<file path="src/rtl/smram_guard_pkg.sv">
package smram_guard_pkg;
  localparam int REG_W = 8;

  localparam int BIT_HI_EN = 7;
  localparam int BIT_ERR = 6;
  localparam int BIT_SZ_HI = 2;
  localparam int BIT_SZ_LO = 1;

  localparam logic [REG_W-1:0] REG_RESET = 8'h38;
  localparam logic [2:0] FIXED_ONES = 3'b111;

  localparam logic [1:0] SEG_CODE_1MB = 2'b00;
  localparam logic [1:0] SEG_CODE_2MB = 2'b01;

  typedef struct packed {
    logic hiWinOn;
    logic segOn;
    logic segDouble;
  } winCtl_t;
endpackage

</file>
<file path="src/rtl/smram_guard_ctrl.sv">
module smram_guard_ctrl
  import smram_guard_pkg::*;
(
  input  logic             clk,
  input  logic             rstN,
  input  logic             cfgWrEn,
  input  logic [REG_W-1:0] cfgWrData,
  input  logic             lockIn,
  input  logic             smramEnIn,
  input  logic             violation,
  output winCtl_t          winCtl,
  output logic [REG_W-1:0] cfgRdData
);
  localparam logic [1:0] RST_CODE = REG_RESET[BIT_SZ_HI:BIT_SZ_LO];

  logic       hiEn;
  logic       errSticky;
  logic [1:0] segCode;
  logic       wrAllowed;
  logic       clrReq;

  assign wrAllowed = cfgWrEn & ~lockIn;
  assign clrReq = cfgWrEn & cfgWrData[BIT_ERR];

  always_ff @(posedge clk) begin
    if (!rstN) begin
      hiEn      <= REG_RESET[BIT_HI_EN];
      segCode   <= RST_CODE;
      errSticky <= REG_RESET[BIT_ERR];
    end else begin
      if (wrAllowed) begin
        hiEn    <= cfgWrData[BIT_HI_EN];
        segCode <= cfgWrData[BIT_SZ_HI:BIT_SZ_LO];
      end
      if (violation) begin
        errSticky <= 1'b1;
      end else if (clrReq) begin
        errSticky <= 1'b0;
      end
    end
  end

  always_comb begin
    winCtl.hiWinOn   = smramEnIn & hiEn;
    winCtl.segOn     = (segCode == SEG_CODE_1MB) | (segCode == SEG_CODE_2MB);
    winCtl.segDouble = (segCode == SEG_CODE_2MB);
  end

  always_comb begin
    cfgRdData = '0;
    cfgRdData[BIT_HI_EN] = hiEn;
    cfgRdData[BIT_ERR] = errSticky;
    cfgRdData[5:3] = FIXED_ONES;
    cfgRdData[BIT_SZ_HI:BIT_SZ_LO] = segCode;
  end
endmodule

</file>
<file path="src/rtl/smram_guard_dp.sv">
module smram_guard_dp
  import smram_guard_pkg::*;
#(
  parameter int ADDR_W = 32,
  parameter logic [ADDR_W-1:0] HI_BASE = 32'hFEDA_0000,
  parameter logic [ADDR_W-1:0] HI_LAST = 32'hFEDB_FFFF,
  parameter logic [ADDR_W-1:0] LEGACY_BASE = 32'h000A_0000,
  parameter logic [ADDR_W-1:0] SEG_UNIT = 32'h0010_0000
) (
  input  winCtl_t           winCtl,
  input  logic              reqValid,
  input  logic              reqSmm,
  input  logic              openOvr,
  input  logic [ADDR_W-1:0] reqAddr,
  input  logic [ADDR_W-1:0] topMem,
  input  logic [ADDR_W-1:0] gttSize,
  input  logic [ADDR_W-1:0] stolenSize,
  output logic              routeIo,
  output logic [ADDR_W-1:0] dramAddr,
  output logic              violation
);
  localparam logic [ADDR_W-1:0] HI_SHIFT = HI_BASE - LEGACY_BASE;

  logic [ADDR_W-1:0] segEnd;
  logic [ADDR_W-1:0] segLen;
  logic [ADDR_W-1:0] segBase;
  logic              inHigh;
  logic              hiHit;
  logic              segHit;
  logic              privileged;

  always_comb begin
    segEnd  = topMem - gttSize - stolenSize;
    segLen  = winCtl.segDouble ? (SEG_UNIT << 1) : SEG_UNIT;
    segBase = segEnd - segLen;
  end

  assign inHigh = (reqAddr >= HI_BASE) && (reqAddr <= HI_LAST);
  assign hiHit = winCtl.hiWinOn & inHigh;
  assign segHit = winCtl.segOn && (reqAddr >= segBase) && (reqAddr < segEnd);
  assign privileged = reqSmm | openOvr;

  assign violation = reqValid & ~privileged & (hiHit | segHit);
  assign routeIo = violation;
  assign dramAddr = hiHit ? (reqAddr - HI_SHIFT) : reqAddr;
endmodule

</file>
<file path="src/rtl/smram_guard.sv">
module smram_guard
  import smram_guard_pkg::*;
#(
  parameter int ADDR_W = 32
) (
  input  logic              clk,
  input  logic              rstN,
  input  logic              cfgWrEn,
  input  logic [7:0]        cfgWrData,
  output logic [7:0]        cfgRdData,
  input  logic              lockIn,
  input  logic              smramEnIn,
  input  logic              openOvr,
  input  logic              reqValid,
  input  logic              reqSmm,
  input  logic [ADDR_W-1:0] reqAddr,
  input  logic [ADDR_W-1:0] topMem,
  input  logic [ADDR_W-1:0] gttSize,
  input  logic [ADDR_W-1:0] stolenSize,
  output logic              routeIo,
  output logic [ADDR_W-1:0] dramAddr
);
  winCtl_t winCtl;
  logic    violation;

  smram_guard_ctrl u_ctrl (
    .clk(clk), .rstN(rstN), .cfgWrEn(cfgWrEn), .cfgWrData(cfgWrData),
    .lockIn(lockIn), .smramEnIn(smramEnIn), .violation(violation),
    .winCtl(winCtl), .cfgRdData(cfgRdData)
  );

  smram_guard_dp #(.ADDR_W(ADDR_W)) u_dp (
    .winCtl(winCtl), .reqValid(reqValid), .reqSmm(reqSmm), .openOvr(openOvr),
    .reqAddr(reqAddr), .topMem(topMem), .gttSize(gttSize),
    .stolenSize(stolenSize), .routeIo(routeIo), .dramAddr(dramAddr),
    .violation(violation)
  );
endmodule

</file>
<file path="config.mk">
export PLATFORM = sky130hd
export DESIGN_NAME = smram_guard
export DESIGN_NICKNAME = d
export VERILOG_FILES = /design/src/rtl/smram_guard_pkg.sv /design/src/rtl/smram_guard_ctrl.sv /design/src/rtl/smram_guard_dp.sv /design/src/rtl/smram_guard.sv
export SDC_FILE = /design/constraint.sdc
export NUM_CORES = 1
export LEC_CHECK = 0
export BUFFER_PORTS_ARGS = -buffer_cell sky130_fd_sc_hd__buf_4
export CAP_MARGIN = 20
export CORE_MARGIN = 5
export CORE_UTILIZATION = 51
export CTS_BUF_LIST = sky130_fd_sc_hd__clkbuf_16
export DETAILED_ROUTE_END_ITERATION = 8
export PLACE_DENSITY_LB_ADDON = 0.12
export SKIP_CTS_REPAIR_TIMING = 1
export SKIP_LAST_GASP = 1
export SYNTH_ARGS = -nofsm -noshare
export SYNTH_HDL_FRONTEND = slang
export SYNTH_HIERARCHICAL = 1
export SYNTH_SLANG_ARGS = --single-unit
</file>
<file path="constraint.sdc">
create_clock -name clk -period 6.4 [get_ports clk]
set_clock_uncertainty 0.15 [all_clocks]
set_input_delay 0.64 -clock clk [delete_from_list [all_inputs] [get_ports clk]]
set_output_delay 0.64 -clock clk [all_outputs]
set_load 0.01 [all_outputs]
</file>
# Yosys cells after proc, flatten, opt, wreduce, memory -nomap -nowiden
# Index checks and enable logic that the tools add are counted.
[word_totals]
ff_bits = 4
[op_classes]
n_eq_ne = 1
reduce_logical = 5
n_bitwise = 11
mux = 4
addsub = 4
n_lt_le_gt_ge = 4
[ops]
columns = ["operator", "n"]
rows = [
  ["subtractor 32 bit", 3],
  ["greater-or-equal comparator 32 bit", 1],
  ["greater-or-equal comparator 32 bit, second input constant", 1],
  ["less-or-equal comparator 32 bit, second input constant", 1],
  ["< comparator 32 bit", 1],
  ["two-way mux 32 bit", 1],
  ["subtractor 32 bit, second input constant", 1],
  ["two-way mux 22 bit", 1],
  ["AND 1 bit", 6],
  ["logical AND 1 bit", 3],
  ["OR 1 bit", 3],
  ["== test 2 x 1 -> 1 bit, second input constant", 1],
  ["logical NOT 2 bit", 1],
  ["two-way mux 1 bit", 2],
  ["inverter 1 bit", 2],
  ["nonzero test 2 bit", 1],
]

# Longest topological paths before layout
# Gate-level depths: netlist of run 1.
[depth]
word_depth = 9
mapped_depth = 27

# Cells and area by module
# Netlist of run 1, hierarchy kept.
[by_module_without_submodules]
columns = ["module", "seq_area_each_um2", "cells_per_inst", "area_per_inst_um2", "instances"]
rows = [
  ["smram_guard_dp", 0.0, 584, 4396.7, 1],
  ["smram_guard_ctrl", 80.1, 28, 240.2, 1],
]

# Least setup slack after synthesis of run 1
# OpenSTA, ideal clock, no wires.
[synth_path]
path_kind = "in2out"
start = "input gttSize[20]"
end = "output routeIo"
arrival_ps = 4877
t_required_ps = 5610
path_stages = 22
n_path_buf = 1
slack_ps = 733
cell_sequence = "inv_1 -> fa_1 -> ha_1 -> buf_2 -> nand2_1 -> nor4_1 -> nand4_1 -> and2_1 -> and2_1 -> xnor2_1 -> ha_1 -> a221oi_4 -> and4_1 -> nor3b_2 -> xor2_1 -> ha_1 -> o21a_1 -> o21a_1 -> o21ai_0 -> nor4b_1 -> o21ai_0 -> o22ai_1"
[synth_via]
elab_chain_len = 8
[synth_lines]
columns = ["element", "line", "text"]
rows = [
  ["from (decl)", "smram_guard.sv:18", "input logic [ADDR_W-1:0] gttSize,"],
  ["subtractor 32 bit * (2 in series)", "smram_guard_dp.sv:33", "segEnd = topMem - gttSize - stolenSize;"],
  ["subtractor 32 bit", "smram_guard_dp.sv:35", "segBase = segEnd - segLen;"],
  ["greater-or-equal comparator 32 bit", "smram_guard_dp.sv:40", "assign segHit = winCtl.segOn && (reqAddr >= segBase) && (reqAddr < segEnd);"],
  ["logical AND 1 bit", "smram_guard_dp.sv:40", ""],
  ["logical AND 1 bit *", "smram_guard_dp.sv:40", ""],
  ["OR 1 bit *", "smram_guard_dp.sv:43", "assign violation = reqValid & ~privileged & (hiHit | segHit);"],
  ["AND 1 bit *", "smram_guard_dp.sv:43", ""],
  ["to (decl)", "smram_guard.sv:20", "output logic routeIo,"],
]
# Mark *: on every way between the ends. The rest lies on a longest branch, timed or not.

# Final worst setup path of run 1
[layout_path]
start = "input topMem[11]"
end = "output routeIo"
[layout_via]
elab_chain_len = 8
[layout_lines]
columns = ["element", "line", "text"]
rows = [
  ["from (decl)", "smram_guard.sv:17", "input logic [ADDR_W-1:0] topMem,"],
  ["subtractor 32 bit * (2 in series)", "smram_guard_dp.sv:33", ""],
  ["subtractor 32 bit", "smram_guard_dp.sv:35", ""],
  ["greater-or-equal comparator 32 bit", "smram_guard_dp.sv:40", ""],
  ["logical AND 1 bit", "smram_guard_dp.sv:40", ""],
  ["logical AND 1 bit *", "smram_guard_dp.sv:40", ""],
  ["OR 1 bit *", "smram_guard_dp.sv:43", ""],
  ["AND 1 bit *", "smram_guard_dp.sv:43", ""],
]
# Marked as above.

==> results of run 1 <==
==> worst min-delay path, stage by stage (launching register included) <==
cell and delay, ns:
dfxtp_1 0.31, nand2_1 0.06, mux2i_1 0.06
==> Yosys cell counts (4+ instances only) <==
library cell | instances | area share, %
nand2_1 | 50 | 4.0
buf_4 | 27 | 4.4
a21o_1 | 21 | 3.4
nor3_1 | 8 | 0.86
or2_2 | 4 | 0.54
ha_1 | 81 | 22
and3_1 | 6 | 0.81
nor2b_1 | 11 | 1.5
nor2_1 | 25 | 2.0
and2_1 | 12 | 1.6
dfxtp_1 | 4 | 1.7
xnor2_1 | 22 | 4.2
fa_1 | 32 | 14
a21oi_1 | 47 | 5.1
o21bai_1 | 6 | 0.97
o21ai_0 | 38 | 4.1
o211ai_1 | 6 | 0.97
buf_2 | 4 | 0.43
xor2_1 | 15 | 2.8
a211oi_1 | 9 | 1.5
nand4_1 | 19 | 2.6
nand3_1 | 7 | 0.76
o21a_1 | 10 | 1.6
inv_1 | 86 | 7.0
or3_1 | 5 | 0.67
==> layout make-up <==
cell class | instances | area [µm²] | area share (%)
Timing Repair Buffer | 194 | 1456 | 23.60
Sequential cell | 4 | 80.08 | 1.298
Tap cell | 108 | 135.1 | 2.190
Inverter | 86 | 322.8 | 5.231
Clock buffer | 3 | 75.07 | 1.217
Multi-Input combinational cell | 490 | 4101 | 66.46
==> cells in the final DEF, fill, tap and decap left out, types with 4 or more instances in the layout <==
master / synthesis / routed
fa_1: 32 / 32
ha_1: 81 / 77
inv_1: 86 / 86
xnor2_1: 22 / 20
buf_4: 27 / 194
o211ai_1: 6 / 6
nor2b_1: 11 / 11
nor3_1: 8 / 8
o21bai_1: 6 / 6
or3_1: 5 / 5
o21a_1: 10 / 10
and2_1: 12 / 11
nand3_1: 7 / 7
xor2_1: 15 / 15
nor2_1: 25 / 25
nand4_1: 19 / 19
dfxtp_1: 4 / 4
conb_1: 2 / 4
a211oi_1: 9 / 9
or2_2: 4 / 4
and3_1: 6 / 6
a21oi_1: 47 / 46
a21o_1: 21 / 21
o21ai_0: 38 / 37
nand2_1: 50 / 49
==> power groups by stage <==
stage          registers (mW)  clock network, mW  logic, mW
3_3_place_gp           0.0278                  0       1.03
2_1_floorplan          0.0279                  0      0.768
6_report               0.0276             0.0994       1.12
4_1_cts                0.0275             0.0993       1.08
5_1_grt                0.0277              0.102       1.26
3_5_place_dp           0.0279                  0       1.08
==> flip-flops by register name, indices dropped and copies added, names as in the netlist <==
| name | count |
|---|---|
| u_ctrl/segCode | 2 |
| u_ctrl/errSticky | 1 |
| u_ctrl/hiEn | 1 |
==> per-layer routing <==
| metal | global-route usage [%] | share of wire (%) | up-vias |
|---|---|---|---|
| met5 | 0 | 0 | - |
| met4 | 3.561 | 1.3 | 0 |
| met1 | 30.02 | 43 | 2253 |
| li1 | - | - | 2457 |
| met2 | 43.53 | 50 | 158 |
| met3 | 2.812 | 6.4 | 19 |
==> stage by stage <==
step | cells | power [mW] | cell area [µm²] | util [%] | hold slack [ns]
2_1_floorplan | 614 | 0.7954 | 4644 | - | 0.2935
3_3_place_gp | 880 | 1.060 | 5987 | 67.99 | 0.3095
3_5_place_dp | 880 | 1.107 | 5987 | 67.99 | 0.3204
4_1_cts | 883 | 1.211 | 6062 | 68.84 | 0.3256
5_1_grt | 885 | 1.393 | 6171 | 70.08 | 0.3549
6_report | 885 | 1.248 | 6171 | 70.08 | 0.3249
==> how the worst max path moves through the flow <==
stage	from	slack (ns)	endpoint	cells past startpoint
3_5_place_dp	gttSize[15]	0.16	routeIo	23
4_1_cts	gttSize[15]	0.15	routeIo	23
3_3_place_gp	gttSize[18]	0.24	routeIo	23
6_report	topMem[11]	0.28	routeIo	22
5_1_grt	gttSize[11]	-0.01	routeIo	23
2_1_floorplan	gttSize[20]	0.73	routeIo	22
==> kinds of logic after synthesis <==
| group | after synthesis | synth area share, % |
|---|---|---|
| fa+ha+maj | 113 | 35.67 |
| flops | 4 | 1.727 |
| buf+inv | 120 | 12.01 |
| simple gates | 165 | 18.86 |
| xor+xnor | 37 | 6.989 |
| mux | 3 | 0.6476 |
| compound gates | 168 | 23.93 |
| other cells | 2 | 0.1620 |
==> impl_metrics.ini, run 1 <==
[placement]
gp_congestion = 0.9840
post-dp-hpwl_um = 12130
post-place-ws_ns = 0.1576
io_buffers = 176

[synthesis]
ys_warn_count = 6
synth_edf_count = 0
yosysUniqueCellTypes = 60
synthArstFlopShare_pct = 0
ys_seq_elements = 4
synth_ff_type = dfxtp_1
syn_avg_cell_area_um2 = 7.577
netlist_area_mm2 = 0.004637
syn_inst = 612
yosysSeqAreaShare_pct = 1.727

[floorplanning]
rows = 34
ioPinCount = 185
die_h_um = 105.4
die_w_um = 105.4
die_area_mm2 = 0.01110
initial_core_util_pct = 52.66
coreArea_mm2 = 0.008806

[routing]
finalWirelength_um = 13600
vias = 4887
wl_per_cell_um = 15.36
dr.pass1.iters = 4
drc = 0
drt_iter0_markers = 200
ant_nets = 0
post_drt_via_cell_ratio = 5.522

[sta]
worstMarginPinSlew_ns = 0.5576
min_period_ns = 6.117
tns_ns = 0
drv_slew = 0
timing.final.crit_share_pct = 95.57
setup_viol = 0
slew_headroom_pct = 62.44
finalHoldViolCount = 0
setup_ws_ns = 0.2834
timing.fmax_mhz = 163.5

[setup_path]
r2r_end = u_ctrl/errSticky
endpoint_kind = output port
crit_path_start_kind = primary input
worstPathArrival_ns = 5.33
critPathBufInv = 2
critPathRequiredTime_ns = 5.61
cp_max_fo = 6
reg2reg_slack_ns = 2.68
rr_startpoint = u_ctrl/segCode[0]
worst_path_largest_cell_delay_ns = 0.52
crit_path_cell_trace = buf_4 -> fa_1 -> ha_4 -> nand4_1 -> nor4_4 -> nand4_1 -> and2_4 -> and2_1 -> xnor2_2 -> ha_1 -> a221oi_4 -> and4_4 -> nor3b_2 -> xor2_1 -> ha_2 -> o21a_1 -> o21a_1 -> o21ai_0 -> nor4b_1 -> o21ai_1 -> o22ai_2 -> buf_4
path_delay_family = simple AND/OR/NAND/NOR gates
path_class = primary input to output port
crit_slowest_cell = fa_1
ff2ff_path_depth = 17

[cts]
cts-root-buf = clkbuf_16
numCtsBuffers = 3
clk_path_buf_depth = 2
clock_latency_ns = 0.23
htree_levels = 1
clock_sinks = 4
cts_tree = done
clk_pin_slew_ns = 0.03

[grt]
grt_pass1_vias = 5033
grt_max_degree = 11
track_usage_pct = 23.63
antenna_found_initial = 0
grt_pass1_wl_um = 22570
grt_overflow = 0

[pwr]
seqPwrFrac_pct = 2.2
comb_power_share_pct = 89.8
switchingPower_uw = 628.0
power_leakage_nw = 3.180
clkPwrFrac_pct = 8.0
peakVddDrop_uv = 117.0
swShare_pct = 50.32
p_per_area_mw_per_mm2 = 202.3
internal-power_uw = 620.1

[worst_hold_path]
whs_endpoint = u_ctrl/segCode[0]
hold_depth = 2
hp-class = register to register
hold_path_startpoint = u_ctrl/segCode[0]

[cells_and_area]
fin_nets = 1036
nFillCells = 768
diodes = 0
syn2layout_area_growth_pct = 33.08
layout-drive-gt1-share_pct = 29.34

[run_status]
status = finished clean

[flow_run]
maxCapViolations = 0
Note: power is estimated with default switching activity, not from simulation.
==> run 2: changes to the inputs <==
CORE_MARGIN = 8   (was 5)
==> run 2 against run 1 <==
Count of clock-buffer cells in the layout did not move. Setup slack got worse by 0.0032 ns. First-iteration DRC count rose by 4.5%. Critical path depth did not move. Global-route usage fell by 0.81 points. Register-to-register slack improved by 0.09 ns. Largest cell class unchanged. Largest power group unchanged. Maximum frequency barely moved. Sequential share of layout area barely moved. Sequential power barely moved. Non-clock buffer count did not move.
==> impl_metrics.ini, run 2 (synthesis gave the netlist of run 1 again) <==
[cts]
htree_levels = 1
cts_tree = done
clock_latency_ns = 0.23
clk_path_buf_depth = 2
clock_sinks = 4
clk_pin_slew_ns = 0.03
numCtsBuffers = 3
cts-root-buf = clkbuf_16

[pwr]
peakVddDrop_uv = 87.84
p_per_area_mw_per_mm2 = 208.3
power.total_mw = 1.286
power_leakage_nw = 3.177

[sta]
timing.fmax_mhz = 163.4
min_period_ns = 6.120
drv_slew = 0
setup_viol = 0
setup_ws_ns = 0.2803
finalHoldViolCount = 0
timing.final.crit_share_pct = 95.62
whs_ns = 0.3396
worstMarginPinSlew_ns = 0.6861
slew_headroom_pct = 53.78

[setup_path]
rr_startpoint = u_ctrl/segCode[0]
endpoint_kind = output port
ff2ff_path_depth = 17
worstPathArrival_ns = 5.33
critPathBufInv = 2
critical_path.startpoint = topMem[11]
cp_max_fo = 6
crit_slowest_cell = fa_1
path_class = primary input to output port
crit_path_cell_trace = buf_4 -> fa_1 -> ha_4 -> nand4_1 -> nor4_2 -> nand4_1 -> and2_4 -> and2_1 -> xnor2_2 -> ha_1 -> a221oi_4 -> and4_4 -> nor3b_2 -> xor2_1 -> ha_1 -> o21a_1 -> o21a_1 -> o21ai_2 -> nor4b_2 -> o21ai_1 -> o22ai_2 -> buf_4
path_delay_family = simple AND/OR/NAND/NOR gates
crit_path_start_kind = primary input
critPathRequiredTime_ns = 5.61
cp_num_cells = 22
worst_path_largest_cell_delay_ns = 0.52

[grt]
grt_overflow = 0
grt_pass1_wl_um = 24650
grt_pass1_vias = 5282
antenna_found_initial = 0
grt_max_degree = 11
track_usage_pct = 22.83

[cells_and_area]
largest_register = u_ctrl/segCode
final_cells = 885
diodes = 0
layout_common_cells = buf_4, inv_1, ha_1
layout-drive-gt1-share_pct = 29.47
reg_top3 = u_ctrl/segCode x2, u_ctrl/errSticky x1, u_ctrl/hiEn x1
largest_reg_flops = 2
final_common_cell = buf_4
fin_nets = 1036
finalInstanceArea_mm2 = 0.006172
syn2layout_area_growth_pct = 33.11
nFillCells = 690

[routing]
ant_nets = 0
wl_per_cell_um = 16.82
dr.pass1.iters = 5
drt_iter0_markers = 209
drc = 0
post_drt_via_cell_ratio = 5.669
finalWirelength_um = 14880
vias = 5017

[worst_hold_path]
hp-class = register to register
hold_depth = 2
hold_path_startpoint = u_ctrl/segCode[0]

[flow_run]
maxCapViolations = 0

[floorplanning]
die_area_mm2 = 0.01240
initial_core_util_pct = 52.91
rows = 34
die_h_um = 111.4
die_w_um = 111.4
coreArea_mm2 = 0.008763
ioPinCount = 185

[placement]
post-place-ws_ns = 0.09721
post-dp-hpwl_um = 13070
gp_congestion = 0.9210
postPlaceCellArea_mm2 = 0.005979
dp_cells = 879
io_buffers = 176

[run_status]
status = finished clean
==> run 2: layer usage <==
| layer | wire, µm | track usage [%] | vias to the layer above |
|---|---|---|---|
| met5 | 0 | 0 | - |
| met4 | 273 | 6.222 | 0 |
| met2 | 7290 | 39.51 | 209 |
| met3 | 933 | 4.294 | 28 |
| li1 | - | - | 2451 |
| met1 | 6385 | 28.19 | 2329 |
==> run 2: power by group <==
group | switching (mW) | internal, mW | total [mW]
registers | 0.00111 | 0.0264 | 0.0276
logic | 0.635 | 0.524 | 1.16
clock network | 0.0191 | 0.0800 | 0.0991
total | 0.655 | 0.631 | 1.29
==> run 2: tightest hold or removal path: stages, from the launching register on <==
cell     delay (ns)
dfxtp_1        0.31
nand2_1        0.06
mux2i_1        0.06
==> run 2: final cells by class <==
| type | count | area (µm²) | area share [%] |
|---|---|---|---|
| clock buffers | 3 | 75.07 | 1.216 |
| inverters | 86 | 322.8 | 5.230 |
| multi-input cells | 490 | 4103 | 66.47 |
| flip-flops and latches | 4 | 80.08 | 1.297 |
| well taps | 108 | 135.1 | 2.189 |
| repair buffers | 194 | 1456 | 23.60 |
==> run 2: worst paths after layout <==
kind	slack (ns)	endpoint
setup / recovery	0.28	routeIo
hold / removal	0.34	u_ctrl/segCode[0]
setup reg to reg	2.77	u_ctrl/errSticky
hold reg to reg	0.34	u_ctrl/segCode[0]
==> run 2: metrics by stage <==
step                      utilization (%)  setup TNS [ns]
after global routing                70.43       -0.006017
after detailed placement            68.23               0
after CTS                           69.09               0
final                               70.43               0
after global placement              68.23               0
after floorplan                         -               0
==> run 3: changes to the inputs <==
GPL_ROUTABILITY_DRIVEN = 0   (was unset)
SYNTH_HIERARCHICAL = unset   (was 1)
==> run 3 against run 2 <==
The run now ends with setup timing left. Synthesized cell count increased by 0.49%. Final cell count up 5.8%. Clock power about the same. Largest cell class unchanged. Largest power group unchanged.
==> impl_metrics.ini, run 3 <==
[run_status]
status = finished with violations
failed_checks = setup timing

[cells_and_area]
layout_common_cells = buf_4, inv_1, ha_1
final_cells = 936
final_util_pct = 74.01
reg_top3 = u_ctrl.segCode x2, u_ctrl.errSticky x1, u_ctrl.hiEn x1
largest_register = u_ctrl.segCode
fin_nets = 1084
layout-drive-gt1-share_pct = 36.24
finalInstanceArea_mm2 = 0.006709
final_common_cell = buf_4
diodes = 0
largest_reg_flops = 2
nFillCells = 687
syn2layout_area_growth_pct = 43.56

[synthesis]
synth-simple-area-share_pct = 18.21
synth_top_area_share_pct = 21.69
yosysMostFrequentCell = inv_1
synth_fa_ha_area_share_pct = 35.39
syn_avg_cell_area_um2 = 7.599
syn_inst = 615
synth_compound_area_share_pct = 23.35
ys_warn_count = 0
synthXorXnorAreaFrac_pct = 7.309
synthArstFlopShare_pct = 0
netlist_area_mm2 = 0.004673
synth_ff_type = dfxtp_1
synthTopCellsByCount = inv_1, ha_1, a21oi_1, nand2_1, nor2_1
yosysUniqueCellTypes = 66
ys_seq_elements = 4
yosys-top-cells-area = ha_1, fa_1, inv_1
synth_top_family_by_area = adder cells
yosysSeqAreaShare_pct = 1.714
synth.mux.area_fraction_pct = 0.8568
yosysTopAreaCell = ha_1
synth_edf_count = 0

[flow_run]
maxCapViolations = 0

[sta]
timing.final.crit_share_pct = 102.8
setup_ws_ns = -0.1760
finalHoldViolCount = 0
drv_slew = 0
timing.fmax_mhz = 152.1
rsz0062_at_grt = true
min_period_ns = 6.576
setup_viol = 1

[pwr]
comb_power_share_pct = 91.3
power.total_mw = 1.460
internal-power_uw = 760.6
clkPwrFrac_pct = 6.8
power_leakage_nw = 3.418
swShare_pct = 47.90
switchingPower_uw = 699.3
peakVddDrop_uv = 88.64
p_per_area_mw_per_mm2 = 217.6
seqPwrFrac_pct = 1.9

[cts]
clk_pin_slew_ns = 0.03
numCtsBuffers = 3
cts-root-buf = clkbuf_16
cts_tree = done
htree_levels = 1
clock_latency_ns = 0.23
clock_sinks = 4
clk_path_buf_depth = 2

[placement]
post-dp-hpwl_um = 12410
postPlaceCellArea_mm2 = 0.006314
dp_cells = 929
io_buffers = 176

[floorplanning]
die_w_um = 111.7
coreArea_mm2 = 0.009065
die_area_mm2 = 0.01248
initial_core_util_pct = 51.55
rows = 35
die_h_um = 111.7
ioPinCount = 185

[setup_path]
crit_path_start_kind = primary input
cpMostUsedCell = a21oi_1
worst_path_largest_cell_delay_ns = 0.58
cp_max_fo = 5
path_delay_family = simple AND/OR/NAND/NOR gates
critPathRequiredTime_ns = 5.61
crit_path_cell_trace = buf_4 -> fa_1 -> ha_4 -> a21oi_1 -> o21ai_2 -> a22o_1 -> or3_4 -> xnor2_2 -> ha_2 -> fa_2 -> nand2_1 -> or4b_4 -> or4_4 -> xnor2_2 -> ha_1 -> nand4_1 -> nor2_2 -> nand2_1 -> a21oi_1 -> nand3b_1 -> o211ai_1 -> a21oi_1 -> buf_4
crit_slowest_cell = fa_1
cp_num_cells = 23
endpoint_kind = output port
critPathBufInv = 2
path_class = primary input to output port
ff2ff_path_depth = 16
worstPathArrival_ns = 5.79

[routing]
vias = 5206
dr.pass1.iters = 5
drt_iter0_markers = 276
finalWirelength_um = 14660
ant_nets = 0
drc = 0
post_drt_via_cell_ratio = 5.562
wl_per_cell_um = 15.66

[worst_hold_path]
hold_depth = 2
hp-class = register to register

[grt]
grt_overflow = 0
grt_pass1_vias = 5341
grt_max_degree = 15
grt_pass1_wl_um = 23450
antenna_found_initial = 0
track_usage_pct = 21.65
==> run 3: changes by cell type after synthesis, moves of 4 or more <==
cell      previous run  this run
and3_1               6         2
or3_1                5         1
inv_1               86        82
nor2_1              25        39
nand2_1             50        39
o21ai_0             38        25
nor3_1               8        13
and2_1              12         3
o31ai_1              0         4
nand3_1              7        14
nand2b_1             2        10
==> run 3: cell type report <==
type | count | area [µm²] | share of cell area, %
Timing Repair Buffer | 243 | 1828 | 27.25
Inverter | 82 | 307.8 | 4.588
Clock buffer | 3 | 75.07 | 1.119
Multi-Input combinational cell | 493 | 4279 | 63.78
Sequential cell | 4 | 80.08 | 1.194
Tap cell | 111 | 138.9 | 2.070
==> run 3: cell families after synthesis <==
| logic type | after synthesis |
|---|---|
| xor+xnor | 39 |
| compound gates | 164 |
| simple gates | 169 |
| mux | 4 |
| flops | 4 |
| fa+ha+maj | 113 |
| buf+inv | 120 |
| other cells | 2 |
==> run 3: per-stage QoR <==
step / hold WS [ns] / TNS [ns] / setup WS (ns)
6_report: 0.3769 / -0.1760 / -0.1760
5_1_grt: 0.3956 / -0.3983 / -0.3983
4_1_cts: 0.3728 / -0.4426 / -0.4426
3_5_place_dp: 0.3610 / -0.3483 / -0.3483
3_3_place_gp: 0.3394 / -0.2425 / -0.2425
2_1_floorplan: 0.3197 / 0 / 0.3111
==> run 3: routing by layer <==
metal  vias up  GRT usage, %  share of wire (%)
met4         0         5.652                2.4
met5         -             0                  0
met1      2412         25.27                 42
met3        34         4.329                6.7
met2       209         39.22                 49
li1       2551             -                  -
==> run 3: worst reg2reg max path: stages, from the launching register on <==
cell	delay (ns)
dfxtp_1	0.39
nand2b_1	0.25
ha_2	0.24
fa_2	0.21
nand2_1	0.05
or4b_4	0.56
or4_4	0.45
xnor2_2	0.15
ha_1	0.31
nand4_1	0.10
nor2_2	0.18
nand2_1	0.07
a21oi_1	0.11
nand3b_1	0.12
o211ai_1	0.17
buf_4	0.18
a221oi_1	0.27
==> run 3: power groups by stage <==
stage | Combinational [mW] | Sequential, mW | Clock [mW]
after CTS | 1.21 | 0.0274 | 0.0989
after detailed placement | 1.20 | 0.0277 | 0
after global routing | 1.48 | 0.0275 | 0.101
final | 1.33 | 0.0274 | 0.0989
after global placement | 1.14 | 0.0277 | 0
after floorplan | 0.795 | 0.0277 | 0
==> run 3: worst paths after layout <==
path,start,endpoint,slack [ns]
min,u_ctrl.errSticky,u_ctrl.errSticky,0.38
max reg2reg,u_ctrl.segCode[1],u_ctrl.errSticky,2.34
min reg2reg,u_ctrl.errSticky,u_ctrl.errSticky,0.38
max,topMem[15],routeIo,-0.18
